--- config.mk ---
export PLATFORM = sky130hd
export DESIGN_NAME = tx_set_tracker
export DESIGN_NICKNAME = d
export VERILOG_FILES = /design/src/rtl/tx_trk_pkg.sv /design/src/rtl/tx_lookup.sv /design/src/rtl/tx_tag_store.sv /design/src/rtl/tx_wb_ctrl.sv /design/src/rtl/tx_set_tracker.sv
export SDC_FILE = /design/constraint.sdc
export NUM_CORES = 1
export LEC_CHECK = 0
export ABC_AREA = 1
export BUFFER_PORTS_ARGS = -buffer_cell sky130_fd_sc_hd__buf_2
export CORE_ASPECT_RATIO = 0.5
export CORE_UTILIZATION = 55
export DETAILED_ROUTE_END_ITERATION = 6
export GPL_TIMING_DRIVEN = 1
export HOLD_SLACK_MARGIN = 0.06
export MAX_ROUTING_LAYER = met4
export PLACE_DENSITY = 0.77
export SLEW_MARGIN = 20
export SYNTH_ARGS = -nofsm -noshare
export SYNTH_HDL_FRONTEND = slang
export SYNTH_SLANG_ARGS = --single-unit
--- constraint.sdc ---
create_clock -name clk -period 2.6 [get_ports clk]
set_input_delay 0.39 -clock clk [delete_from_list [all_inputs] [get_ports clk]]
set_output_delay 0.39 -clock clk [all_outputs]
set_load 0.01 [all_outputs]
--- src/rtl/tx_trk_pkg.sv ---
package tx_trk_pkg;
  typedef enum logic [1:0] {
    CAUSE_NONE     = 2'd0,
    CAUSE_CMD      = 2'd1,
    CAUSE_CONFLICT = 2'd2,
    CAUSE_OVERFLOW = 2'd3
  } abort_cause_e;

  typedef struct packed {
    logic valid;
    logic dirty;
    logic rd;
    logic wr;
  } blk_flags_t;
endpackage

--- src/rtl/tx_lookup.sv ---
module tx_lookup #(
  parameter int ADDR_W = 12,
  parameter int NBLK   = 8,
  localparam int IDX_W = $clog2(NBLK),
  localparam int TAG_W = ADDR_W - IDX_W
) (
  input  logic [ADDR_W-1:0]           addr,
  input  logic [NBLK-1:0]             valid_v,
  input  logic [NBLK-1:0][TAG_W-1:0]  tag_v,
  output logic [IDX_W-1:0]            idx,
  output logic [TAG_W-1:0]            tag,
  output logic                        hit
);
  assign idx = addr[IDX_W-1:0];
  assign tag = addr[ADDR_W-1:IDX_W];
  assign hit = valid_v[idx] && (tag_v[idx] == tag);
endmodule

--- src/rtl/tx_tag_store.sv ---
module tx_tag_store
  import tx_trk_pkg::*;
#(
  parameter int ADDR_W = 12,
  parameter int NBLK   = 8,
  localparam int IDX_W = $clog2(NBLK),
  localparam int TAG_W = ADDR_W - IDX_W
) (
  input  logic                       clk,
  input  logic                       rst_n,
  input  logic                       upd_en,
  input  logic [IDX_W-1:0]           upd_idx,
  input  logic [TAG_W-1:0]           upd_tag,
  input  blk_flags_t                 upd_flags,
  input  logic                       clean_en,
  input  logic [IDX_W-1:0]           clean_idx,
  input  logic                       flash_abort,
  input  logic                       flash_commit,
  output logic [NBLK-1:0]            valid_v,
  output logic [NBLK-1:0]            dirty_v,
  output logic [NBLK-1:0]            rd_v,
  output logic [NBLK-1:0]            wr_v,
  output logic [NBLK-1:0][TAG_W-1:0] tag_v
);
  for (genvar i = 0; i < NBLK; i++) begin : g_blk
    blk_flags_t       flags_q, flags_n;
    logic [TAG_W-1:0] tag_q, tag_n;

    always_comb begin
      flags_n = flags_q;
      tag_n   = tag_q;
      if (clean_en && clean_idx == IDX_W'(i)) flags_n.dirty = 1'b0;
      if (upd_en && upd_idx == IDX_W'(i)) begin
        flags_n = upd_flags;
        tag_n   = upd_tag;
      end
      if (flash_abort) begin
        if (flags_n.wr) begin
          flags_n.valid = 1'b0;
          flags_n.dirty = 1'b0;
        end
        flags_n.rd = 1'b0;
        flags_n.wr = 1'b0;
      end
      if (flash_commit) begin
        flags_n.rd = 1'b0;
        flags_n.wr = 1'b0;
      end
    end

    always_ff @(posedge clk) begin
      if (!rst_n) begin
        flags_q <= '0;
        tag_q   <= '0;
      end else begin
        flags_q <= flags_n;
        tag_q   <= tag_n;
      end
    end

    assign valid_v[i] = flags_q.valid;
    assign dirty_v[i] = flags_q.dirty;
    assign rd_v[i]    = flags_q.rd;
    assign wr_v[i]    = flags_q.wr;
    assign tag_v[i]   = tag_q;
  end

  // a flash clear leaves no speculative mark anywhere
  a_r6_flash_clears: assert property (@(posedge clk) disable iff (!rst_n)
    (flash_abort || flash_commit) |=> (rd_v == '0 && wr_v == '0));
endmodule

--- src/rtl/tx_wb_ctrl.sv ---
module tx_wb_ctrl #(
  parameter int ADDR_W = 12,
  parameter int NBLK   = 8,
  localparam int IDX_W = $clog2(NBLK),
  localparam int TAG_W = ADDR_W - IDX_W
) (
  input  logic              clk,
  input  logic              rst_n,
  input  logic              start,
  input  logic [ADDR_W-1:0] start_wb_addr,
  input  logic [IDX_W-1:0]  start_idx,
  input  logic [TAG_W-1:0]  start_tag,
  input  logic              start_hit,
  input  logic              start_write,
  input  logic              start_tx,
  input  logic              abort_now,
  input  logic              commit_now,
  input  logic              wb_ready,
  output logic              busy,
  output logic              wb_valid,
  output logic [ADDR_W-1:0] wb_addr,
  output logic              done,
  output logic [IDX_W-1:0]  p_idx,
  output logic [TAG_W-1:0]  p_tag,
  output logic              p_hit,
  output logic              p_write,
  output logic              p_tx,
  output logic              p_kill
);
  typedef enum logic {WB_IDLE, WB_WAIT} wb_state_e;
  wb_state_e state_q;

  assign busy     = (state_q == WB_WAIT);
  assign wb_valid = busy;
  assign done     = busy && wb_ready;

  always_ff @(posedge clk) begin
    if (!rst_n) begin
      state_q <= WB_IDLE;
      wb_addr <= '0;
      p_idx   <= '0;
      p_tag   <= '0;
      p_hit   <= 1'b0;
      p_write <= 1'b0;
      p_tx    <= 1'b0;
      p_kill  <= 1'b0;
    end else if (start) begin
      state_q <= WB_WAIT;
      wb_addr <= start_wb_addr;
      p_idx   <= start_idx;
      p_tag   <= start_tag;
      p_hit   <= start_hit;
      p_write <= start_write;
      p_tx    <= start_tx;
      p_kill  <= 1'b0;
    end else if (done) begin
      state_q <= WB_IDLE;
    end else if (busy) begin
      if (commit_now) p_tx <= 1'b0;
      if (abort_now && p_tx) p_kill <= 1'b1;
    end
  end

  // request held with a stable address until accepted
  a_r11_wb_hold: assert property (@(posedge clk) disable iff (!rst_n)
    (wb_valid && !wb_ready) |=> (wb_valid && $stable(wb_addr)));
  // a new writeback is never started over a pending one
  a_r11_single_pending: assert property (@(posedge clk) disable iff (!rst_n)
    start |-> !wb_valid);
endmodule

--- src/rtl/tx_set_tracker.sv ---
module tx_set_tracker
  import tx_trk_pkg::*;
#(
  parameter int ADDR_W = 12,
  parameter int NBLK   = 8
) (
  input  logic              clk,
  input  logic              rst_n,
  input  logic              tx_begin_i,
  input  logic              tx_end_i,
  input  logic              tx_abort_i,
  input  logic              acc_valid_i,
  output logic              acc_ready_o,
  input  logic              acc_write_i,
  input  logic [ADDR_W-1:0] acc_addr_i,
  input  logic              snp_valid_i,
  input  logic [ADDR_W-1:0] snp_addr_i,
  output logic              wb_valid_o,
  input  logic              wb_ready_i,
  output logic [ADDR_W-1:0] wb_addr_o,
  output logic              abort_o,
  output logic [1:0]        abort_cause_o,
  output logic [NBLK-1:0]   inv_mask_o,
  output logic              commit_o,
  output logic              tx_active_o
);
  localparam int IDX_W = $clog2(NBLK);
  localparam int TAG_W = ADDR_W - IDX_W;

  logic [NBLK-1:0]            v_v, d_v, r_v, w_v;
  logic [NBLK-1:0][TAG_W-1:0] tag_v;
  logic [IDX_W-1:0]           a_idx, s_idx, p_idx;
  logic [TAG_W-1:0]           a_tag, s_tag, p_tag;
  logic                       a_hit, s_hit;
  logic                       p_hit, p_write, p_tx, p_kill;
  logic                       wb_busy, wb_done;
  logic                       active_q;

  tx_lookup #(.ADDR_W(ADDR_W), .NBLK(NBLK)) u_acc_lk (
    .addr(acc_addr_i), .valid_v(v_v), .tag_v(tag_v),
    .idx(a_idx), .tag(a_tag), .hit(a_hit));

  tx_lookup #(.ADDR_W(ADDR_W), .NBLK(NBLK)) u_snp_lk (
    .addr(snp_addr_i), .valid_v(v_v), .tag_v(tag_v),
    .idx(s_idx), .tag(s_tag), .hit(s_hit));

  // access classification
  logic acc_fire, vic_busy, vic_dirty, clean_hit, ovf, need_wb, conf, cmd;
  logic abort_now, commit_now, apply_now, apply_pend;
  abort_cause_e cause;

  assign acc_ready_o = !wb_busy;
  assign acc_fire    = acc_valid_i && acc_ready_o;
  assign vic_busy    = v_v[a_idx] && !a_hit && (r_v[a_idx] || w_v[a_idx]);
  assign vic_dirty   = v_v[a_idx] && !a_hit && d_v[a_idx];
  assign clean_hit   = a_hit && acc_write_i && active_q && d_v[a_idx] && !w_v[a_idx];
  assign ovf         = acc_fire && active_q && vic_busy;
  assign need_wb     = acc_fire && ((vic_dirty && !vic_busy) || clean_hit);
  assign conf        = snp_valid_i && active_q && s_hit && (r_v[s_idx] || w_v[s_idx]);
  assign cmd         = tx_abort_i && active_q;

  always_comb begin
    if (conf)      cause = CAUSE_CONFLICT;
    else if (ovf)  cause = CAUSE_OVERFLOW;
    else if (cmd)  cause = CAUSE_CMD;
    else           cause = CAUSE_NONE;
  end

  assign abort_now  = (cause != CAUSE_NONE);
  assign commit_now = tx_end_i && active_q && !abort_now;
  assign apply_now  = acc_fire && !need_wb && !abort_now;
  assign apply_pend = wb_done && !p_kill && !(abort_now && p_tx);

  tx_wb_ctrl #(.ADDR_W(ADDR_W), .NBLK(NBLK)) u_wb (
    .clk(clk), .rst_n(rst_n),
    .start(need_wb && !abort_now),
    .start_wb_addr(a_hit ? acc_addr_i : {tag_v[a_idx], a_idx}),
    .start_idx(a_idx), .start_tag(a_tag), .start_hit(a_hit),
    .start_write(acc_write_i), .start_tx(active_q),
    .abort_now(abort_now), .commit_now(commit_now),
    .wb_ready(wb_ready_i),
    .busy(wb_busy), .wb_valid(wb_valid_o), .wb_addr(wb_addr_o), .done(wb_done),
    .p_idx(p_idx), .p_tag(p_tag), .p_hit(p_hit), .p_write(p_write),
    .p_tx(p_tx), .p_kill(p_kill));

  function automatic blk_flags_t next_flags(input logic hit, input logic wr,
                                            input logic tx, input blk_flags_t cur);
    blk_flags_t f;
    f.valid = 1'b1;
    if (hit) begin
      f.dirty = cur.dirty | wr;
      f.rd    = cur.rd | (tx & ~wr);
      f.wr    = cur.wr | (tx & wr);
    end else begin
      f.dirty = wr;
      f.rd    = tx & ~wr;
      f.wr    = tx & wr;
    end
    return f;
  endfunction

  logic             upd_en;
  logic [IDX_W-1:0] upd_idx;
  logic [TAG_W-1:0] upd_tag;
  blk_flags_t       upd_flags, p_cur, a_cur;

  assign p_cur = '{valid: v_v[p_idx], dirty: 1'b0, rd: r_v[p_idx], wr: w_v[p_idx]};
  assign a_cur = '{valid: v_v[a_idx], dirty: d_v[a_idx], rd: r_v[a_idx], wr: w_v[a_idx]};

  always_comb begin
    upd_en    = 1'b0;
    upd_idx   = a_idx;
    upd_tag   = a_tag;
    upd_flags = '0;
    if (apply_pend) begin
      upd_en    = 1'b1;
      upd_idx   = p_idx;
      upd_tag   = p_tag;
      upd_flags = next_flags(p_hit, p_write, p_tx, p_cur);
    end else if (apply_now) begin
      upd_en    = 1'b1;
      upd_flags = next_flags(a_hit, acc_write_i, active_q, a_cur);
    end
  end

  tx_tag_store #(.ADDR_W(ADDR_W), .NBLK(NBLK)) u_store (
    .clk(clk), .rst_n(rst_n),
    .upd_en(upd_en), .upd_idx(upd_idx), .upd_tag(upd_tag), .upd_flags(upd_flags),
    .clean_en(wb_done), .clean_idx(p_idx),
    .flash_abort(abort_now), .flash_commit(commit_now),
    .valid_v(v_v), .dirty_v(d_v), .rd_v(r_v), .wr_v(w_v), .tag_v(tag_v));

  always_ff @(posedge clk) begin
    if (!rst_n) begin
      active_q      <= 1'b0;
      abort_o       <= 1'b0;
      abort_cause_o <= 2'd0;
      inv_mask_o    <= '0;
      commit_o      <= 1'b0;
    end else begin
      active_q      <= active_q ? !(abort_now || commit_now) : tx_begin_i;
      abort_o       <= abort_now;
      abort_cause_o <= cause;
      inv_mask_o    <= abort_now ? w_v : '0;
      commit_o      <= commit_now;
    end
  end

  assign tx_active_o = active_q;

  // one outcome per transaction end
  a_r10_single_outcome: assert property (@(posedge clk) disable iff (!rst_n)
    !(abort_o && commit_o));
  // nothing ends when nothing is running
  a_r8_quiet_when_idle: assert property (@(posedge clk) disable iff (!rst_n)
    !tx_active_o |=> (!abort_o && !commit_o));
  // discards are reported only with an abort
  a_r4_inv_with_abort: assert property (@(posedge clk) disable iff (!rst_n)
    (|inv_mask_o) |-> abort_o);
  // access port stalls while a writeback waits
  a_r11_ready_low: assert property (@(posedge clk) disable iff (!rst_n)
    wb_valid_o |-> !acc_ready_o);
  // a cause accompanies every abort and only an abort
  a_r13_cause_tag: assert property (@(posedge clk) disable iff (!rst_n)
    abort_o == (abort_cause_o != 2'd0));
  // overflow follows an access cycle
  a_r9_overflow_from_access: assert property (@(posedge clk) disable iff (!rst_n)
    (abort_o && abort_cause_o == 2'd3) |-> $past(acc_valid_i));
endmodule

==> run_results.csv, run 1 <==
group,metric,value,unit
outcome,outcome,"aborted with a tool error",
outcome,lastStage,"5_1_grt",
outcome,error,"[ERROR GRT-0232] Routing congestion too high. Check the congestion heatmap in the GUI.",
floorplanning,rows,30,
cts,cts-root-buf,"clkbuf_16",
yosys,synth_area_per_cell,6.66,um^2
cts,htreeDepth,4,
floorplanning,ios,60,
yosys,synth_top_area_share,35.7,%
placement,portBuffers,59,
placement,pre_cts_ws,-609,ps
yosys,ys_ff_latch,143,
cts,clock-sinks,143,
grt,grt_overflow,2,
cts,hold_buffers,0,
yosys,synth_area_leaders,"dfxtp_1 (36%), nand2_1 (14%), a21oi_1 (7.9%), nand3_1 (7.5%), inv_1 (6.1%)",
yosys,seq_area_frac_synth,35.7,%
placement,gp_congestion,1.00,
yosys,async_flop_share,0,%
timing,worst_endpoint,"u_store.g_blk[6].tag_q[1]$_SDFFE_PN0N_/D",
floorplanning,die-width,173,um
grt,grt_start_max_net_pins,48,
yosys,synth-edff-count,0,
yosys,yosys_warnings,0,
placement,place_hpwl,19500,um
yosys,syn_area,8020,um^2
yosys,ys_top_cells_by_count,"nand2_1 (289), dfxtp_1 (143), inv_1 (131)",
cts,clockBufferDepth,2,
yosys,ys_types,40,
cts,cts_buffers,17,
timing,worst-ep-kind,"register input",
yosys,syn_inst,1204,
floorplanning,die_h,87.4,um
grt,grt_antenna_before_repair,7,
yosys,synth_area_leader_cell,"dfxtp_1",
floorplanning,initial_utilization,57.8,%
grt,grt.total_usage,77.7,%
yosys,synth_most_common_cell,"nand2_1",
yosys,yosys_most_used_dff,"dfxtp_1",
yosys,synthesis.nets,1237,
## metal layers
layer	GRT overflow	global-route usage (%)
met3	0	66.8
met5	-	-
met2	2	90.1
met1	0	76.7
met4	0	73.8
## repair_timing
action / in CTS
gates resized for setup: 164
buffers inserted: 58
hold endpoints to repair: 0
cloned: 4
pin swaps: 48
setup endpoints to repair: 117
## metrics by stage
stage | util (%) | setup TNS, ps | instance area, um^2 | std cells
3_3_place_gp | 68.8 | -61790 | 9560 | 1542
2_1_floorplan | - | -50.5 | 8050 | 1204
4_1_cts | 81.3 | -7930 | 11300 | 1633
3_5_place_dp | 68.8 | -65290 | 9560 | 1542
## cell families after synthesis
logic type	after synthesis	synth area share (%)
XOR/XNOR	3	0.328
buffers and inverters	204	12.1
flip-flops	143	35.7
AND/OR/NAND/NOR	541	30.4
AO/OA/AOI/OAI	313	21.4
==> inputs of run 2 (changes only) <==
CORE_ASPECT_RATIO = not set   (was 0.5)
CORE_UTILIZATION = 40   (was 55)
HOLD_SLACK_MARGIN = not set   (was 0.06)
MAX_ROUTING_LAYER = not set   (was met4)
PLACE_DENSITY = not set   (was 0.77)
PLACE_DENSITY_LB_ADDON = 0.15   (was not set)
clock period = 3.4 ns   (was 2.6 ns; I/O delays follow)
==> run_results.csv, run 2 <==
group,metric,value,unit
outcome,outcome,"complete, no violations",
route,drc,0,
pwr,power_density,454,nW/um^2
cts,clk_latency,440,ps
grt,grt_pass1_wl,41200,um
pwr,cellInternalPower,0.00304,W
grt,grt_antenna_before_repair,0,
yosys,synth_area_per_cell,6.66,um^2
floorplanning,die-width,144,um
yosys,synth-edff-count,0,
finish,num-nets-final,1314,
grt,grt_start_max_net_pins,42,
finish,num_antenna_cells,0,
critical_path,critPathRequiredTime,3790,ps
yosys,ys_ff_latch,143,
route,routed_wl,27100,um
cts,cts_tree,"done",
critical_path,endpoint_kind,"flop",
yosys,ys_top_cells_by_count,"nand2_1 (289), dfxtp_1 (143), inv_1 (131)",
yosys,yosys_most_used_dff,"dfxtp_1",
cts,postCtsSetupRepairBufs,0,
yosys,synth_most_common_cell,"nand2_1",
critical_path,worstPathArrival,3410,ps
cts,clock-sinks,143,
route,routed-via-count,8032,
timing,tightestPinTransition,622,ps
timing,hold_viol_final,0,
timing,fin_hold_ws,309,ps
timing,finalMaxSlewViolations,0,
placement,portBuffers,59,
route,drt_iter0_drc,684,
cts,cts-root-buf,"clkbuf_16",
finish,reg_top3,"u_store.g_blk.tag_q x72, u_wb.wb_addr x10, u_wb.p_tag x9",
timing,tns,0,ps
yosys,synth_area_leaders,"dfxtp_1 (36%), nand2_1 (14%), a21oi_1 (7.9%), nand3_1 (7.5%), inv_1 (6.1%)",
yosys,syn_area,8020,um^2
route,routedWlPerCell,17.4,um
floorplanning,die_area,20600,um^2
route,viasPerCell,5.15,
job,maxCapViolations,0,
pwr,seq_power_share,40.4,%
finish,syn_to_final_growth,19.9,%
yosys,syn_inst,1204,
floorplanning,initial_utilization,40.9,%
yosys,seq_area_frac_synth,35.7,%
pwr,clock_power_share,43.2,%
pwr,cellLeakagePower,4.31,nW
grt,grt_pass1_vias,7339,
floorplanning,ios,60,
yosys,synth_top_area_share,35.7,%
critical_path,critPathKind,"primary input to flop",
timing,min_period,3020,ps
timing,fmaxAchievable,331,MHz
timing,finalSetupViolations,0,
pwr,combPwrFrac,16.4,%
pwr,switching_share,30.4,%
critical_path,max_stage_delay,290,ps
finish,fillers,2066,
pwr,peakVddDrop,0.419,mV
critical_path,cp-start-kind,"primary input",
cts,clockBufferDepth,2,
timing,period_share,89.0,%
critical_path,path_cells,"buf_2 > inv_6 > nand2_1 > nand3_1 > nand3_1 > nand2_1 > nand2_1 > nand2_1 > nand3_1 > nor2_1 > nand2_2 > nand3_4 > nand3_4 > nand2_4 > nand2_4 > buf_12 > o21ai_1 > nand2_1 > nor2_1 > nor2_1 > nor2_1 > nand2_1 > inv_1",
hold_path,hold_path.class,"primary input to flop",
yosys,synth_area_leader_cell,"dfxtp_1",
yosys,async_flop_share,0,%
grt,grt_overflow,0,
route,first_pass_iters,5,
timing,rsz0062_at_grt,"false",
floorplanning,core_area,19600,um^2
cts,cts.clk_slew.worst_paths,60,ps
placement,place_hpwl,19600,um
yosys,synthesis.nets,1237,
critical_path,path_max_fanout,30,
critical_path,cpMaxStageDelayCell,"nor2_1",
critical_path,crit_path_frequent_cell,"nand2_1",
placement,gp_congestion,0.927,
grt,grt.total_usage,27.1,%
finish,final_common_cell,"nand2_1",
yosys,ys_types,40,
finish,drive_gt1_share,15.7,%
pwr,switching_power,0.00133,W
floorplanning,die_h,144,um
cts,cts_buffers,17,
finish,top_register,"u_store.g_blk.tag_q",
pwr,power,0.00437,W
cts,htreeDepth,4,
route,ant_nets,0,
yosys,yosys_warnings,0,
floorplanning,rows,51,
timing,fin_skew,11.1,ps
finish,largest_register_ffs,72,
timing,slew_headroom,58.4,%
finish,final_cell_mix,"nand2_1 (289), dfxtp_1 (143), inv_1 (131)",
[run 2: cell counts after synthesis]
No cell type changed its count.
[run 2: layout make-up]
| type | count | area, um^2 | area share [%] |
|---|---|---|---|
| clock inverters | 14 | 144 | 1.50 |
| multi-input cells | 857 | 4190 | 43.6 |
| flip-flops and latches | 143 | 2860 | 29.8 |
| repair buffers | 125 | 1130 | 11.7 |
| inverters | 137 | 522 | 5.42 |
| well taps | 265 | 332 | 3.45 |
| clock buffers | 18 | 439 | 4.57 |
[run 2: routing by layer]
layer / global-route usage [%] / share of wire [%] / vias up
met5: 0 / 0 / -
met3: 4.53 / 4.9 / 48
met4: 12.5 / 3.7 / 0
met1: 33.7 / 44 / 3646
li1: - / - / 4119
met2: 45.5 / 47 / 219
[run 2: worst paths after layout]
kind                                     to  cells past startpoint                 startpoint  slack, ps
setup / recovery         u_store.valid_v[0]                     23              acc_addr_i[0]        380
hold / removal                  tx_active_o                      2                 tx_begin_i        310
setup reg to reg         u_store.valid_v[0]                     22  u_store.g_blk[2].tag_q[5]        470
hold reg to reg   u_store.g_blk[6].tag_q[4]                      2  u_store.g_blk[6].tag_q[4]        470
[run 2: what timing repair did]
action	CTS	global route
hold endpoints to repair	0	0
hold buffers	0	0
setup endpoints to repair	0	3
gates resized for setup	0	1
[run 2: worst max-delay path: cells and delay by family]
family | cells | cell delay (ps)
AO/OA/AOI/OAI | 1 | 120
buffers and inverters | 4 | 610
AND/OR/NAND/NOR | 18 | 2120
[run 2: cells by family after synthesis]
group                     after synthesis  synth area share (%)
and+or+nand+nor                       541                  30.4
AOI/OAI and AO/OA                     313                  21.4
buffers and inverters                 204                  12.1
DFF                                   143                  35.7
xor gates and xnor gates                3                 0.328
[run 2: stage by stage]
step                setup slack (ps)  utilization [%]  cell area (um^2)  std cells
floorplan                        625                -              8020       1204
global route                     119             49.1              9620       1559
global placement                -135             46.1              9030       1527
finish                           375             49.1              9620       1559
CTS                              302             49.1              9610       1559
detailed placement              -133             46.1              9030       1527
[run 2: power by group through the flow]
stage                     Clock, W  Sequential [W]  Combinational, W
final                      0.00189         0.00176          0.000717
after global routing       0.00198         0.00177          0.000786
after CTS                  0.00191         0.00176          0.000716
after detailed placement         0         0.00180          0.000712
after global placement           0         0.00180          0.000708
after floorplan                  0         0.00180          0.000460
Power figures use the tool's default switching activity.
==> inputs of run 3 (changes only) <==
ABC_AREA = 0   (was 1)
==> run_results.csv, run 3 <==
group,metric,value,unit
finish,num_antenna_cells,0,
pwr,peakVddDrop,0.360,mV
yosys,ys_types,62,
yosys,syn_area,7840,um^2
hold_path,whs_endpoint,"tx_active_o",
route,first_pass_iters,6,
timing,hold_viol_final,0,
critical_path,endpoint_kind,"flop",
pwr,combPwrFrac,16.1,%
route,drt_iter0_drc,506,
yosys,syn_inst,754,
floorplanning,die_area,20200,um^2
pwr,switching_power,0.00122,W
timing,min_period,3490,ps
yosys,synth_area_leader_cell,"dfxtp_1",
critical_path,path_max_fanout,7,
route,viasPerCell,6.29,
timing,finalSetupViolations,36,
critical_path,r2r.worst_path.cells,14,
yosys,synth_area_per_cell,10.4,um^2
critical_path,critPathKind,"primary input to flop",
cts,clock-sinks,143,
finish,num-nets-final,1002,
finish,final_cell_mix,"buf_4 (167), dfxtp_1 (131), a211oi_2 (94)",
placement,placed_cells,1195,
timing,rsz0062_at_grt,"true",
pwr,cellInternalPower,0.00324,W
yosys,synth_most_common_cell,"dfxtp_1",
finish,fin_util,61.5,%
critical_path,cp-start-kind,"primary input",
cts,cts_buffers,17,
grt,grt_antenna_before_repair,0,
grt,grt_overflow,0,
route,ant_nets,0,
critical_path,critPathRequiredTime,3740,ps
grt,grt_pass1_wl,46800,um
job,maxCapViolations,0,
floorplanning,die-width,142,um
yosys,ys_top_cells_by_count,"dfxtp_1 (143), a211oi_1 (130), mux2i_1 (88)",
placement,gp_congestion,0.940,
pwr,seq_power_share,39.1,%
floorplanning,ios,60,
floorplanning,initial_utilization,41.3,%
grt,grt.total_usage,31.2,%
yosys,yosys_warnings,0,
finish,syn_to_final_growth,48.8,%
pwr,switching_share,27.4,%
yosys,async_flop_share,0,%
finish,regArea,2880,um^2
timing,fin_ws,-86.9,ps
route,routedWlPerCell,25.2,um
yosys,yosys_most_used_dff,"dfxtp_1",
cts,cts.clk_slew.worst_paths,60,ps
route,drc,0,
yosys,synth_area_leaders,"dfxtp_1 (37%), a211oi_1 (12%), mux2i_1 (11%), mux4_2 (10%), nor2_1 (2.2%)",
finish,top_register,"u_store.g_blk.tag_q",
timing,fmaxAchievable,287,MHz
cts,clk_latency,440,ps
yosys,ys_ff_latch,143,
finish,reg_top3,"u_store.g_blk.tag_q x72, u_wb.wb_addr x10, u_wb.p_tag x9",
timing,slew_headroom,51.7,%
hold_path,hp-start,"tx_begin_i",
grt,grt_pass1_vias,8066,
critical_path,reg2reg_to,"u_store.g_blk[5].tag_q[8]",
finish,drive_gt1_share,53.5,%
cts,htreeDepth,4,
timing,period_share,103,%
placement,place_hpwl,21800,um
pwr,power_density,383,nW/um^2
placement,portBuffers,59,
outcome,outcome,"finished, violations left",
timing,tightestPinTransition,724,ps
finish,fillers,1537,
cts,hold_buffers,0,
floorplanning,core_area,19000,um^2
pwr,clock_power_share,44.8,%
yosys,seq_area_frac_synth,36.5,%
critical_path,r2r-start,"u_store.g_blk[7].tag_q[0]",
timing,fin_skew,11.0,ps
timing,finalMaxSlewViolations,0,
finish,finalNonFillerCells,1242,
floorplanning,die_h,142,um
route,routed-via-count,7808,
floorplanning,rows,50,
cts,cts-root-buf,"clkbuf_16",
cts,clockBufferDepth,2,
finish,largest_register_ffs,72,
placement,pre_cts_ws,-763,ps
critical_path,worstPathArrival,3830,ps
outcome,violations,"negative setup slack",
yosys,synth-edff-count,0,
hold_path,holdPathStages,3,
hold_path,hold_path.class,"primary input to flop",
finish,multi_input_area,5470,um^2
cts,cts_tree,"done",
route,routed_wl,31300,um
yosys,synthesis.nets,787,
finish,final_common_cell,"buf_4",
yosys,synth_top_area_share,36.5,%
pwr,cellLeakagePower,4.46,nW
critical_path,r2r_slack,-80,ps
grt,grt_start_max_net_pins,58,
[run 3: cell types whose count changed after synthesis, moves of 36 or more]
| cell | delta |
|---|---|
| a211oi_1 | +129 |
| a21oi_1 | -119 |
| inv_1 | -126 |
| mux2i_1 | +88 |
| mux4_2 | +36 |
| nand2_1 | -256 |
| nand3_1 | -118 |
| nor2_1 | -45 |
| o21ai_0 | -38 |
| o21ai_1 | -86 |
[run 3: kinds of logic after synthesis]
group / Yosys count / synth area share (%)
compound gates: 226 / 22.1
xor+xnor: 11 / 1.23
simple gates: 153 / 10.7
buf+inv: 82 / 5.62
flops: 143 / 36.5
mux: 139 / 23.7
[run 3: power groups by stage]
stage,combinational (W),sequential [W],clock [W]
2_1_floorplan,0.000348,0.00177,0
6_report,0.000719,0.00175,0.00200
3_3_place_gp,0.000590,0.00178,0
3_5_place_dp,0.000603,0.00178,0
5_1_grt,0.000750,0.00175,0.00208
4_1_cts,0.000658,0.00174,0.00201
[run 3: layer usage]
| layer | vias up | global-route usage, % | wire (um) | share of wire (%) |
|---|---|---|---|---|
| met5 | - | 0 | 0 | 0 |
| met4 | 0 | 15.4 | 1400 | 4.5 |
| met3 | 110 | 6.73 | 2020 | 6.4 |
| met2 | 383 | 52.8 | 15300 | 49 |
| met1 | 3926 | 37.5 | 12600 | 40 |
| li1 | 3389 | - | - | - |
[run 3: repair_timing]
action | 4_1_cts | 5_1_grt
pin swaps | 11 | 46
gates cloned | 2 | 2
buffers inserted | 10 | 6
resized for setup | 67 | 97
setup endpoints to repair | 116 | 126
hold endpoints to repair | 0 | 0
[run 3: worst max-delay path by stage]
stage | startpoint | to
6_report | snp_addr_i[1] | u_store.g_blk[5].tag_q[8]
4_1_cts | u_store.g_blk[1].tag_q[0] | u_store.g_blk[5].tag_q[7]
3_5_place_dp | acc_addr_i[1] | u_store.g_blk[2].tag_q[2]
2_1_floorplan | acc_addr_i[0] | u_store.dirty_v[7]
5_1_grt | acc_addr_i[0] | u_store.wr_v[5]
3_3_place_gp | acc_addr_i[1] | u_store.g_blk[2].tag_q[2]
[run 3: layout make-up]
| class | instances | share of cell area [%] |
|---|---|---|
| sequential | 143 | 24.7 |
| multi-input combinational | 529 | 46.9 |
| clock buffer | 18 | 3.77 |
| clock inverter | 14 | 1.56 |
| tap | 260 | 2.79 |
| inverter | 6 | 0.204 |
| timing repair buffer | 272 | 20.1 |
[run 3: per-stage QoR]
stage	area, um^2	TNS, ps	hold slack, ps	total power (W)
after floorplan	8300	-27570	451	0.00212
after global placement	10100	-69860	467	0.00237
after detailed placement	10100	-78010	478	0.00238
after CTS	11200	-4.37	279	0.00441
after global routing	11700	-3850	286	0.00458
final	11700	-753	285	0.00446
[run 3: worst max-delay path: stages]
cell       delay (ps)
buf_6             150
buf_12            120
mux4_2            500
mux2i_2           190
xor2_1            290
o2111ai_4         210
nor4_4            450
buf_4             230
o31ai_4            90
buf_6             170
nor4b_4           120
buf_4             170
a21o_1            190
buf_4             180
a211oi_2          230
==> inputs of run 4 (changes only) <==
CORE_UTILIZATION = 30   (was 40)
clock period = 4.2 ns   (was 3.4 ns; I/O delays follow)
==> run_results.csv, run 4 (synthesis gave the netlist of run 3 again) <==
group,metric,value,unit
critical_path,worstPathArrival,4170,ps
critical_path,critPathRequiredTime,4460,ps
route,viasPerCell,5.93,
timing,slew_headroom,47.3,%
critical_path,endpoint_kind,"flop",
finish,num-nets-final,871,
critical_path,cp-start-kind,"primary input",
cts,clockBufferDepth,2,
timing,fin_skew,8.78,ps
floorplanning,die_h,164,um
placement,placed_area,8860,um^2
placement,place_hpwl,20600,um
finish,num_antenna_cells,0,
timing,hold_viol_final,0,
timing,finalMaxSlewViolations,0,
timing,min_period,3910,ps
route,drt_iter0_drc,750,
floorplanning,die-width,164,um
critical_path,max_stage_delay,550,ps
critical_path,crit_cells,13,
finish,top_register,"u_store.g_blk.tag_q",
pwr,peakVddDrop,0.287,mV
hold_path,hold_path.class,"primary input to flop",
critical_path,path_max_fanout,20,
cts,htreeDepth,4,
finish,final_common_cell,"dfxtp_1",
cts,cts_tree,"done",
cts,cts_buffers,17,
placement,portBuffers,59,
placement,gp_congestion,0.926,
timing,period_share,93.1,%
grt,grt_pass1_wl,43400,um
cts,postCtsSetupRepairBufs,0,
grt,grt_pass1_vias,6940,
critical_path,critical_path.top_delay_family,"multiplexers",
floorplanning,rows,58,
critical_path,critPathKind,"primary input to flop",
route,first_pass_iters,5,
outcome,outcome,"complete, no violations",
route,routed-via-count,7008,
pwr,power,0.00329,W
cts,clk_latency,420,ps
critical_path,crit_buf_inv,4,
pwr,cellLeakagePower,3.46,nW
timing,tns,0,ps
timing,finalSetupViolations,0,
cts,clock-sinks,143,
floorplanning,ios,60,
finish,drive_gt1_share,28.2,%
critical_path,cpMaxStageDelayCell,"or4_4",
timing,tightestPinTransition,791,ps
finish,reg_top3,"u_store.g_blk.tag_q x72, u_wb.wb_addr x10, u_wb.p_tag x9",
cts,cts.clk_slew.worst_paths,60,ps
finish,final_cell_mix,"dfxtp_1 (143), a211oi_1 (130), mux2i_1 (88)",
timing,fmaxAchievable,256,MHz
cts,hold_buffers,0,
finish,syn_to_final_growth,20.3,%
floorplanning,core_area,25400,um^2
timing,rsz0062_at_grt,"false",
route,routedWlPerCell,24.3,um
floorplanning,initial_utilization,30.8,%
route,drc,0,
pwr,power_density,349,nW/um^2
cts,cts_resized,0,
job,maxCapViolations,0,
grt,grt.total_usage,21.9,%
critical_path,crit_path_frequent_cell,"buf_4",
grt,grt_antenna_before_repair,0,
grt,grt_overflow,0,
floorplanning,die_area,26800,um^2
hold_path,holdPathStages,3,
route,ant_nets,0,
route,routed_wl,28700,um
finish,stdcell_area,9430,um^2
grt,grt_start_max_net_pins,67,
cts,cts-root-buf,"clkbuf_16",
critical_path,path_cells,"buf_2 > buf_12 > mux4_2 > mux2i_1 > xor2_1 > nand2_1 > o31a_1 > or4_4 > nor4b_4 > buf_4 > a22o_1 > buf_4 > a211oi_1",
critical_path,r2r.worst_path.cells,11,
finish,largest_register_ffs,72,
==> run 4: changes by cell type in the layout (fill, tap and decap cells not counted), moves of 15 or more <==
| cell | before | now |
|---|---|---|
| a211oi_1 | 36 | 130 |
| buf_6 | 21 | 0 |
| buf_4 | 167 | 76 |
| a211oi_2 | 94 | 0 |
| mux2i_1 | 68 | 88 |
| buf_12 | 21 | 6 |
==> run 4: per-stage QoR <==
stage | setup WS (ps) | utilization, % | hold slack, ps | std cells
after floorplan | 236 | - | 451 | 754
after global placement | -91.2 | 34.9 | 471 | 1149
after detailed placement | -68.6 | 34.9 | 484 | 1149
after CTS | 359 | 37.1 | 422 | 1181
after global routing | 167 | 37.1 | 435 | 1181
final | 290 | 37.1 | 422 | 1181
==> run 4: path summary, 6_finish.rpt <==
kind | start | to | slack, ps
max | acc_addr_i[0] | u_store.g_blk[0].tag_q[3] | 290
min | tx_begin_i | tx_active_o | 420
max reg2reg | u_store.g_blk[7].tag_q[4] | u_store.g_blk[0].tag_q[3] | 530
min reg2reg | u_wb.wb_addr[3] | u_wb.wb_addr[3] | 490
==> run 4: cell type report <==
type | count | area [um^2]
clock buffer | 21 | 460
clock inverter | 11 | 104
fill | 2536 | 16000
inverter | 6 | 23.8
multi-input combinational | 529 | 4580
sequential | 143 | 2860
tap | 330 | 413
timing repair buffer | 141 | 986
==> run 4: power by group <==
part	switching, W	total (W)	leakage (nW)	internal [W]
Clock	0.000628	0.00148	0.275	0.000852
Sequential	0.0000295	0.00142	1.16	0.00139
Combinational	0.000233	0.000395	2.03	0.000162
Total	0.000891	0.00329	3.46	0.00240
==> run 4: worst register-to-register path, cell delays in order (launching register included) <==
cell and delay [ps]:
dfxtp_1 340, mux4_2 480, mux2i_1 510, xor2_1 200
nand2_1 100, o31a_1 270, or4_4 550, nor4b_4 250
buf_4 190, a22o_1 290, buf_4 230, a211oi_1 100
==> run 4: layer usage <==
layer / wire (um) / track usage, % / up-vias / part of all wire [%]
met3: 2120 / 4.75 / 50 / 7.4
met2: 12700 / 32.5 / 299 / 44
met4: 573 / 7.53 / 0 / 2.0
met5: 0 / 0 / - / 0
li1: - / - / 3125 / -
met1: 13300 / 31.0 / 3534 / 46
